### config.mk
export PLATFORM = sky130hd
export DESIGN_NAME = ptw_walker
export DESIGN_NICKNAME = d
export VERILOG_FILES = /design/src/rtl/ptw_pkg.sv /design/src/rtl/ptw_entry_dec.sv /design/src/rtl/ptw_index_addr.sv /design/src/rtl/ptw_mem_req.sv /design/src/rtl/ptw_walker.sv
export SDC_FILE = /design/constraint.sdc
export NUM_CORES = 1
export LEC_CHECK = 0
export CELL_PAD_IN_SITES_DETAIL_PLACEMENT = 1
export CELL_PAD_IN_SITES_GLOBAL_PLACEMENT = 1
export CORE_ASPECT_RATIO = 0.8
export CORE_MARGIN = 2
export CORE_UTILIZATION = 27
export CTS_BUF_LIST = sky130_fd_sc_hd__clkbuf_8
export DETAILED_ROUTE_END_ITERATION = 7
export GPL_TIMING_DRIVEN = 0
export PLACE_DENSITY_LB_ADDON = 0.1
export SYNTH_ARGS = -nofsm -noshare
export SYNTH_HDL_FRONTEND = slang
export SYNTH_SLANG_ARGS = --single-unit
### constraint.sdc
create_clock -name clk -period 1.6 [get_ports clk]
set_input_delay 0.32 -clock clk [delete_from_list [all_inputs] [get_ports clk]]
set_output_delay 0.32 -clock clk [all_outputs]
set_load 0.03 [all_outputs]
### src/rtl/ptw_pkg.sv
`timescale 1ns/1ps
package ptw_pkg;

  localparam int NUM_LEVELS = 2;

  localparam int BIT_PRESENT  = 0;
  localparam int BIT_USED     = 1;
  localparam int BIT_MODIFIED = 2;

  localparam logic [1:0] CAUSE_NONE = 2'd0;
  localparam logic [1:0] CAUSE_DIR  = 2'd1;
  localparam logic [1:0] CAUSE_TBL  = 2'd2;

  typedef enum logic [2:0] {
    ST_IDLE,
    ST_RD_DIR,
    ST_WT_DIR,
    ST_RD_TBL,
    ST_WT_TBL,
    ST_RESP
  } walk_state_e;

endpackage

### src/rtl/ptw_entry_dec.sv
`timescale 1ns/1ps
// Splits a translation entry into its flags and the aligned next-level base.
module ptw_entry_dec #(
  parameter int ADDR_W = 32,
  parameter int OFF_W  = 12
) (
  input  logic [ADDR_W-1:0] entry_i,
  output logic              present_o,
  output logic              used_o,
  output logic              modified_o,
  output logic [ADDR_W-1:0] base_o
);
  import ptw_pkg::*;

  localparam logic [ADDR_W-1:0] ALIGN_MASK = {{(ADDR_W-OFF_W){1'b1}}, {OFF_W{1'b0}}};

  assign present_o  = entry_i[BIT_PRESENT];
  assign used_o     = entry_i[BIT_USED];
  assign modified_o = entry_i[BIT_MODIFIED];
  assign base_o     = entry_i & ALIGN_MASK;
endmodule

### src/rtl/ptw_index_addr.sv
`timescale 1ns/1ps
// Entry address of one level: aligned base plus index scaled by entry size.
module ptw_index_addr #(
  parameter int ADDR_W = 32,
  parameter int IDX_W  = 10,
  parameter int OFF_W  = 12
) (
  input  logic [ADDR_W-1:0] base_i,
  input  logic [IDX_W-1:0]  idx_i,
  output logic [ADDR_W-1:0] addr_o
);
  localparam int ENT_SHIFT = $clog2(ADDR_W / 8);
  localparam int PAD_W     = ADDR_W - IDX_W - ENT_SHIFT;
  localparam logic [ADDR_W-1:0] ALIGN_MASK = {{(ADDR_W-OFF_W){1'b1}}, {OFF_W{1'b0}}};

  logic [ADDR_W-1:0] scaled;

  assign scaled = {{PAD_W{1'b0}}, idx_i, {ENT_SHIFT{1'b0}}};
  assign addr_o = (base_i & ALIGN_MASK) + scaled;
endmodule

### src/rtl/ptw_mem_req.sv
`timescale 1ns/1ps
// Read request register: holds address and valid until the memory accepts.
module ptw_mem_req #(
  parameter int ADDR_W = 32
) (
  input  logic              clk,
  input  logic              rst,
  input  logic              issue_i,
  input  logic [ADDR_W-1:0] issue_addr_i,
  input  logic              mem_ready_i,
  output logic              mem_valid_o,
  output logic [ADDR_W-1:0] mem_addr_o,
  output logic              accepted_o
);
  assign accepted_o = mem_valid_o && mem_ready_i;

  always_ff @(posedge clk) begin
    if (rst) begin
      mem_valid_o <= 1'b0;
      mem_addr_o  <= '0;
    end else if (issue_i) begin
      mem_valid_o <= 1'b1;
      mem_addr_o  <= issue_addr_i;
    end else if (accepted_o) begin
      mem_valid_o <= 1'b0;
    end
  end
endmodule

### src/rtl/ptw_walker.sv
`timescale 1ns/1ps
module ptw_walker #(
  parameter  int IDX_W  = 10,
  parameter  int OFF_W  = 12,
  localparam int ADDR_W = 2 * IDX_W + OFF_W
) (
  input  logic              clk,
  input  logic              rst,
  input  logic              req_valid,
  output logic              req_ready,
  input  logic [ADDR_W-1:0] req_vaddr,
  input  logic [ADDR_W-1:0] dir_base,
  output logic              mem_req_valid,
  input  logic              mem_req_ready,
  output logic [ADDR_W-1:0] mem_req_addr,
  input  logic              mem_rsp_valid,
  input  logic [ADDR_W-1:0] mem_rsp_data,
  output logic              rsp_valid,
  output logic [ADDR_W-1:0] rsp_paddr,
  output logic              rsp_fault,
  output logic [1:0]        rsp_cause,
  output logic              rsp_used,
  output logic              rsp_modified
);
  import ptw_pkg::*;

  walk_state_e       state_q;
  logic [IDX_W-1:0]  tbl_idx_q;
  logic [OFF_W-1:0]  off_q;

  logic              ent_present, ent_used, ent_modified;
  logic [ADDR_W-1:0] ent_base;

  logic [ADDR_W-1:0] lvl_base [NUM_LEVELS];
  logic [IDX_W-1:0]  lvl_idx  [NUM_LEVELS];
  logic [ADDR_W-1:0] lvl_addr [NUM_LEVELS];

  logic              issue;
  logic [ADDR_W-1:0] issue_addr;
  logic              mem_acc;

  assign req_ready = (state_q == ST_IDLE);

  ptw_entry_dec #(.ADDR_W(ADDR_W), .OFF_W(OFF_W)) u_dec (
    .entry_i    (mem_rsp_data),
    .present_o  (ent_present),
    .used_o     (ent_used),
    .modified_o (ent_modified),
    .base_o     (ent_base)
  );

  // Level 0 takes the incoming request directly; level 1 the returned entry.
  assign lvl_base[0] = dir_base;
  assign lvl_idx[0]  = req_vaddr[ADDR_W-1 -: IDX_W];
  assign lvl_base[1] = ent_base;
  assign lvl_idx[1]  = tbl_idx_q;

  for (genvar g = 0; g < NUM_LEVELS; g++) begin : g_lvl
    ptw_index_addr #(.ADDR_W(ADDR_W), .IDX_W(IDX_W), .OFF_W(OFF_W)) u_addr (
      .base_i (lvl_base[g]),
      .idx_i  (lvl_idx[g]),
      .addr_o (lvl_addr[g])
    );
  end

  always_comb begin
    issue      = 1'b0;
    issue_addr = lvl_addr[0];
    if (state_q == ST_IDLE && req_valid) begin
      issue = 1'b1;
    end else if (state_q == ST_WT_DIR && mem_rsp_valid && ent_present) begin
      issue      = 1'b1;
      issue_addr = lvl_addr[1];
    end
  end

  ptw_mem_req #(.ADDR_W(ADDR_W)) u_req (
    .clk          (clk),
    .rst          (rst),
    .issue_i      (issue),
    .issue_addr_i (issue_addr),
    .mem_ready_i  (mem_req_ready),
    .mem_valid_o  (mem_req_valid),
    .mem_addr_o   (mem_req_addr),
    .accepted_o   (mem_acc)
  );

  always_ff @(posedge clk) begin
    if (rst) begin
      state_q      <= ST_IDLE;
      tbl_idx_q    <= '0;
      off_q        <= '0;
      rsp_valid    <= 1'b0;
      rsp_paddr    <= '0;
      rsp_fault    <= 1'b0;
      rsp_cause    <= CAUSE_NONE;
      rsp_used     <= 1'b0;
      rsp_modified <= 1'b0;
    end else begin
      rsp_valid <= 1'b0;
      case (state_q)
        ST_IDLE: begin
          if (req_valid) begin
            tbl_idx_q <= req_vaddr[OFF_W +: IDX_W];
            off_q     <= req_vaddr[OFF_W-1:0];
            state_q   <= ST_RD_DIR;
          end
        end
        ST_RD_DIR: if (mem_acc) state_q <= ST_WT_DIR;
        ST_WT_DIR: begin
          if (mem_rsp_valid) begin
            if (ent_present) begin
              state_q <= ST_RD_TBL;
            end else begin
              state_q      <= ST_RESP;
              rsp_valid    <= 1'b1;
              rsp_fault    <= 1'b1;
              rsp_cause    <= CAUSE_DIR;
              rsp_paddr    <= '0;
              rsp_used     <= 1'b0;
              rsp_modified <= 1'b0;
            end
          end
        end
        ST_RD_TBL: if (mem_acc) state_q <= ST_WT_TBL;
        ST_WT_TBL: begin
          if (mem_rsp_valid) begin
            state_q   <= ST_RESP;
            rsp_valid <= 1'b1;
            if (ent_present) begin
              rsp_fault    <= 1'b0;
              rsp_cause    <= CAUSE_NONE;
              rsp_paddr    <= {ent_base[ADDR_W-1:OFF_W], off_q};
              rsp_used     <= ent_used;
              rsp_modified <= ent_modified;
            end else begin
              rsp_fault    <= 1'b1;
              rsp_cause    <= CAUSE_TBL;
              rsp_paddr    <= '0;
              rsp_used     <= 1'b0;
              rsp_modified <= 1'b0;
            end
          end
        end
        ST_RESP: state_q <= ST_IDLE;
        default: state_q <= ST_IDLE;
      endcase
    end
  end
endmodule

==> results of run 1 <==
-- state kept, by name (all words and copies together) (netlist names), 2 cells and up --
| signal | flops |
|---|---|
| off_q | 12 |
| rsp_cause | 2 |
| rsp_paddr | 32 |
| state_q | 3 |
| tbl_idx_q | 10 |
| u_req.mem_addr_o | 30 |
-- worst max-delay path, stage by stage (launching register included) --
cell and delay, ns:
dfxtp_2 0.35, buf_6 0.13, or3b_4 0.39, a21oi_4 0.22
nor2_4 0.13, buf_6 0.15, a22o_1 0.19
-- power by group through the flow --
stage / combinational, mW / clock [mW] / sequential [mW]
global route: 3.63 / 1.74 / 3.05
finish: 3.36 / 1.62 / 2.99
detailed placement: 3.30 / 0 / 3.06
global placement: 3.23 / 0 / 3.04
CTS: 3.27 / 1.67 / 3.00
floorplan: 1.46 / 0 / 3.58
-- worst min-delay path by stage --
stage	from	end	slack (ns)	cells after the start
floorplan	mem_rsp_data[0]	rsp_fault	0.42	1
global placement	off_q[6]	off_q[6]	0.44	2
detailed placement	off_q[2]	off_q[2]	0.45	2
CTS	mem_rsp_data[0]	rsp_fault	0.45	2
global route	mem_rsp_data[0]	rsp_fault	0.47	2
finish	off_q[3]	off_q[3]	0.47	2
-- logic make-up after synthesis --
| family | share of synthesized area [%] |
|---|---|
| buffers and inverters | 6.66 |
| flip-flops | 51.9 |
| other | 0.103 |
| AND/OR/NAND/NOR | 27.2 |
| multiplexers | 0.863 |
| AO/OA/AOI/OAI | 13.3 |
-- per-layer routing --
metal  global-route usage, %  share of wire, %  vias up  routed length, µm
li1                        -                 -     1727                  -
met1                    23.9                46     1728               6130
met2                    30.0                47       92               6200
met3                    4.28               4.8       17                634
met4                    5.70               1.7        0                221
met5                       0                 0        -                  0
-- per-stage QoR --
| stage | TNS (ns) | setup slack, ns | cells | utilization (%) |
|---|---|---|---|---|
| final | -1.12 | -0.0532 | 749 | 43.9 |
| after global routing | -3.55 | -0.120 | 749 | 43.9 |
| after CTS | -1.22 | -0.0532 | 747 | 43.3 |
| after floorplan | -0.229 | -0.00866 | 394 | - |
| after detailed placement | -46.15 | -0.690 | 718 | 41.2 |
| after global placement | -43.22 | -0.643 | 718 | 41.2 |
-- layout make-up --
class	instances	area share (%)
Sequential cell	94	33.1
Clock buffer	9	2.18
Clock inverter	7	1.32
Inverter	1	0.0659
Tap cell	175	3.85
Timing Repair Buffer	163	27.4
Buffer	35	5.12
Multi-Input combinational cell	265	27.0
-- repair_timing --
| action | 4_1_cts | 5_1_grt |
|---|---|---|
| buffers inserted | 9 | 1 |
| setup endpoints to repair | 160 | 91 |
| cloned | 4 | 1 |
| endpoints found under the hold margin | 0 | 0 |
| pin swaps | 13 | 21 |
| resized for setup | 103 | 23 |
-- layout by cell type (no fill, tap or decap), types with 3 or more instances in the layout --
cell / Yosys / final
a21oi_1: 23 / 23
a22o_1: 35 / 35
buf_2: 4 / 4
buf_4: 7 / 14
buf_6: 10 / 16
buf_8: 0 / 3
clkbuf_1: 13 / 3
clkbuf_2: 0 / 4
clkbuf_4: 0 / 4
clkbuf_8: 0 / 9
clkdlybuf4s50_1: 0 / 78
dfxtp_1: 94 / 92
dlygate4sd2_1: 0 / 70
inv_8: 0 / 3
nand2_1: 49 / 48
nand2b_1: 3 / 3
nor2_1: 65 / 64
nor2b_1: 3 / 3
nor3_1: 31 / 31
nor4_1: 24 / 24
nor4_2: 6 / 6
==> flow_summary.json, run 1 <==
{
  "status": "complete, but fails checks",
  "violations": "setup timing",
  "yosysMostFrequentCell": "dfxtp_1",
  "yosysTopAreaCellShare_pct": 51.9,
  "synth_cell_type_count": 39,
  "critical_path_class": "reg2reg",
  "die_area_mm2": 0.0144,
  "rows": 37,
  "worstMarginPinSlew_ns": 0.548,
  "synth-edff-count": 0,
  "clkPwrFrac_pct": 20.3,
  "crit_path_end": "rsp_paddr[21]",
  "area_growth_pct": 57.0,
  "nets": 670,
  "multi_input_area_mm2": 0.00154,
  "overflow": 0,
  "antenna_cells": 0,
  "seqCellArea_mm2": 0.00188,
  "switchingPower_mw": 3.21,
  "grt_setup_unrepaired": "true",
  "r2r_end": "rsp_paddr[21]",
  "cts_sinks": 94,
  "crit_start": "state_q[1]",
  "globalplace.congestion": 0.763,
  "synthFlopType": "dfxtp_1",
  "grt_max_degree": 20,
  "intPower_mw": 4.76,
  "wl_per_cell_um": 17.6,
  "r2r_slack_ns": -0.05,
  "cts_hold_buf": 0,
  "nFillCells": 1495,
  "cts_buffers": 9,
  "synth_common_cells": "dfxtp_1 (94), nor2_1 (65), nand2_1 (49), a22o_1 (35), nor3_1 (31)",
  "syn_avg_cell_area_um2": 9.22,
  "ys_warn_count": 0,
  "setup_viol": 34,
  "htreeDepth": 3,
  "holdCritPathClass": "reg2reg",
  "fin_crit_sh_pct": 103,
  "routed_wl_mm": 13.2,
  "synthesis.area_mm2": 0.00362,
  "portBuffers": 149,
  "gr-usage-all-layers_pct": 18.3,
  "rr_startpoint": "state_q[1]",
  "setup_ws_ns": -0.0532,
  "finalPower_mw": 7.97,
  "antenna_found_initial": 0,
  "syn_inst": 393,
  "root_buffer": "clkbuf_8",
  "sw_frac_of_total_pct": 40.3,
  "vias": 3564,
  "async_flop_share_pct": 0,
  "crit_arrival_ns": 1.93,
  "fin_skew_ns": 0.0110,
  "crit_path_start_kind": "register",
  "initial_utilization_pct": 28.0,
  "final_area_mm2": 0.00569,
  "pwr_density_cell_mw_per_mm2": 1400,
  "vdd_drop_max_uv": 833,
  "critPathCaptureType": "register",
  "drc": 0,
  "whs_ns": 0.467,
  "max_freq_ghz": 0.605,
  "layout_min_cycle_time_ns": 1.65,
  "ff2ff_path_depth": 6,
  "first_pass_iters": 4,
  "slew_headroom_pct": 63.5,
  "io_pins": 173,
  "ys_top_cells_by_area": "dfxtp_1 (52%), a22o_1 (8.5%), nor2_1 (6.7%)",
  "drv_cap": 0,
  "first_iter_violations": 164,
  "coreArea_mm2": 0.0130,
  "grt_pass1_vias": 3640,
  "dpl_cell_area_mm2": 0.00534,
  "cp_max_fo": 7,
  "clk_path_buf_depth": 2,
  "grt_pass1_wl_mm": 20.3,
  "clk_pin_slew_ns": 0.11,
  "viasPerCell": 4.76,
  "yosysTopAreaCell": "dfxtp_1",
  "slew_violations": 0,
  "final_layout_size_suffix_gt1_share_pct": 14.5,
  "clk_latency_ns": 0.38,
  "synth_seq_cells": 94,
  "combinationalPowerShare_pct": 42.2,
  "die_h_um": 108,
  "power_leakage_nw": 2.50,
  "ys_seq_area_share_pct": 51.9,
  "crit_required_ns": 1.88,
  "die_w_um": 134,
  "timing_hold_violations_final": 0,
  "cts_tree": "built",
  "p_seq_share_pct": 37.5,
  "dp_hpwl_mm": 9.52,
  "postRouteAntennaNets": 0
}
No activity file was read; power rests on OpenSTA's default activity.
==> inputs of run 2 (changes only) <==
Settings changed: CELL_PAD_IN_SITES_DETAIL_PLACEMENT 1 to 0, CELL_PAD_IN_SITES_GLOBAL_PLACEMENT 1 to 2, CORE_UTILIZATION 27 to 21.
==> run 2 against run 1 <==
Net effect:
- the run still ends with setup timing left
- wire length rose by 7.1%
- die area increased by 28%
- worst hold slack got worse by 0.0093 ns
- critical path type unchanged
- largest cell class is now buffers
==> flow_summary.json, run 2 (synthesized netlist as in run 1, its figures left out) <==
{
  "first_pass_iters": 6,
  "critPathCaptureType": "register",
  "crit_required_ns": 1.90,
  "die_w_um": 151,
  "cts_hold_buf": 0,
  "grt_pass1_vias": 3608,
  "first_iter_violations": 125,
  "cp_max_fo": 8,
  "timing_hold_violations_final": 0,
  "drv_cap": 0,
  "area_growth_pct": 69.5,
  "wl_per_cell_um": 17.3,
  "critical_path_class": "reg2reg",
  "viasPerCell": 4.41,
  "fin_skew_ns": 0.0114,
  "status": "complete, but fails checks",
  "pwr_density_cell_mw_per_mm2": 1380,
  "overflow": 0,
  "globalplace.congestion": 0.752,
  "cts_sinks": 94,
  "setup_ws_ns": -0.0477,
  "grt_max_degree": 18,
  "dp_hpwl_mm": 9.57,
  "top_regs": "rsp_paddr x32, u_req.mem_addr_o x30, off_q x12",
  "holdCritPathClass": "in2reg",
  "crit_top_cell": "buf_8",
  "io_pins": 173,
  "antenna_cells": 0,
  "vias": 3608,
  "crit_path_start_kind": "register",
  "die_h_um": 122,
  "crit_path_top_delay_cell": "dfxtp_2",
  "crit_arrival_ns": 1.95,
  "grt_pass1_wl_mm": 20.8,
  "antenna_found_initial": 0,
  "portBuffers": 149,
  "cts_buffers": 9,
  "final_layout_size_suffix_gt1_share_pct": 20.7,
  "grt_setup_unrepaired": "true",
  "initial_utilization_pct": 21.7,
  "htreeDepth": 3,
  "routed_wl_mm": 14.1,
  "layout_min_cycle_time_ns": 1.65,
  "slew_headroom_pct": 60.8,
  "dp_slack_ns": -0.683,
  "clk_latency_ns": 0.39,
  "final_common_cell": "dfxtp_1",
  "nets": 694,
  "max_freq_ghz": 0.607,
  "cpPeakStageDelay_ns": 0.33,
  "fin_crit_sh_pct": 103,
  "clk_path_buf_depth": 2,
  "coreArea_mm2": 0.0167,
  "worstMarginPinSlew_ns": 0.589,
  "setup_viol": 24,
  "mostFrequentLayoutCells": "dfxtp_1 (91), clkdlybuf4s50_1 (77), dlygate4sd2_1 (70), nor2_1 (58), nand2_1 (48)",
  "vdd_drop_max_uv": 614,
  "power_leakage_nw": 2.69,
  "cts_tree": "built",
  "drc": 0,
  "root_buffer": "clkbuf_8",
  "slew_violations": 0,
  "gr-usage-all-layers_pct": 15.2,
  "clk_pin_slew_ns": 0.10,
  "regMostFlops": "rsp_paddr",
  "rows": 42,
  "path_cells": "buf_8, nand2b_4, nor4b_4, buf_6, buf_12, buf_8, nor3_2, nor4_2",
  "violations": "setup timing",
  "postRouteAntennaNets": 0,
  "die_area_mm2": 0.0183,
  "final_util_pct": 36.8,
  "largest_register_ffs": 32
}
==> run 2: changes by cell type in the layout (fill, tap and decap cells not counted), moves of 3 or more <==
cell | before | now
nor2_2 | 2 | 6
nor2_1 | 64 | 58
nor3_2 | 0 | 4
clkbuf_16 | 1 | 5
buf_2 | 4 | 7
buf_12 | 1 | 4
buf_4 | 14 | 29
clkbuf_4 | 4 | 0
nor3_1 | 31 | 27
==> run 2: final cells by class <==
| cell class | instances | area, µm² |
|---|---|---|
| well taps | 220 | 275 |
| multi-input cells | 264 | 1600 |
| plain buffers | 34 | 314 |
| clock inverters | 6 | 75.1 |
| flip-flops and latches | 94 | 1890 |
| fillers | 1763 | 10600 |
| repair buffers | 189 | 1850 |
| clock buffers | 10 | 138 |
| inverters | 1 | 3.75 |
==> run 2: power by group <==
part / total [mW] / leakage (nW) / switching [mW] / internal (mW)
registers: 3.00 / 0.769 / 0.230 / 2.77
logic: 3.68 / 1.82 / 2.10 / 1.58
clock network: 1.77 / 0.106 / 0.974 / 0.794
==> run 2: timing repair <==
| item | 4_1_cts | 5_1_grt |
|---|---|---|
| gates resized for setup | 115 | 48 |
| pin swaps | 8 | 43 |
| setup buffers | 12 | 20 |
| cloned | 3 | 5 |
| endpoints found under the setup margin | 161 | 88 |
==> run 2: final timing paths <==
check,start,end,slack [ns],depth (start not counted)
max reg2reg,state_q[0],u_req.mem_addr_o[21],-0.05,8
max,state_q[0],u_req.mem_addr_o[21],-0.05,8
min,mem_rsp_data[0],rsp_fault,0.46,2
min reg2reg,off_q[4],off_q[4],0.46,2
==> run 2: stage by stage <==
stage / cell area (µm²) / TNS, ns / instances / power [mW] / hold slack [ns]
final: 6140 / -0.316 / 818 / 8.46 / 0.458
after global routing: 6140 / -4.54 / 818 / 8.96 / 0.441
after global placement: 5400 / -48.76 / 763 / 6.36 / 0.444
after floorplan: 3630 / -0.229 / 394 / 5.04 / 0.416
after CTS: 5780 / -0.0736 / 794 / 8.23 / 0.444
after detailed placement: 5400 / -49.72 / 763 / 6.37 / 0.447
==> run 2: worst max-delay path, delay by kind of cell (launching register included) <==
kind,cells,cell delay (ns)
simple gates,4,0.74
buf+inv,4,0.51
flops,1,0.33
==> run 2: layer usage <==
layer,part of all wire [%],vias to the layer above,GRT usage (%)
li1,-,1780,-
met1,49,1713,21.0
met3,5.6,9,4.70
met5,0,-,0
met2,44,106,23.2
met4,0.87,0,3.33
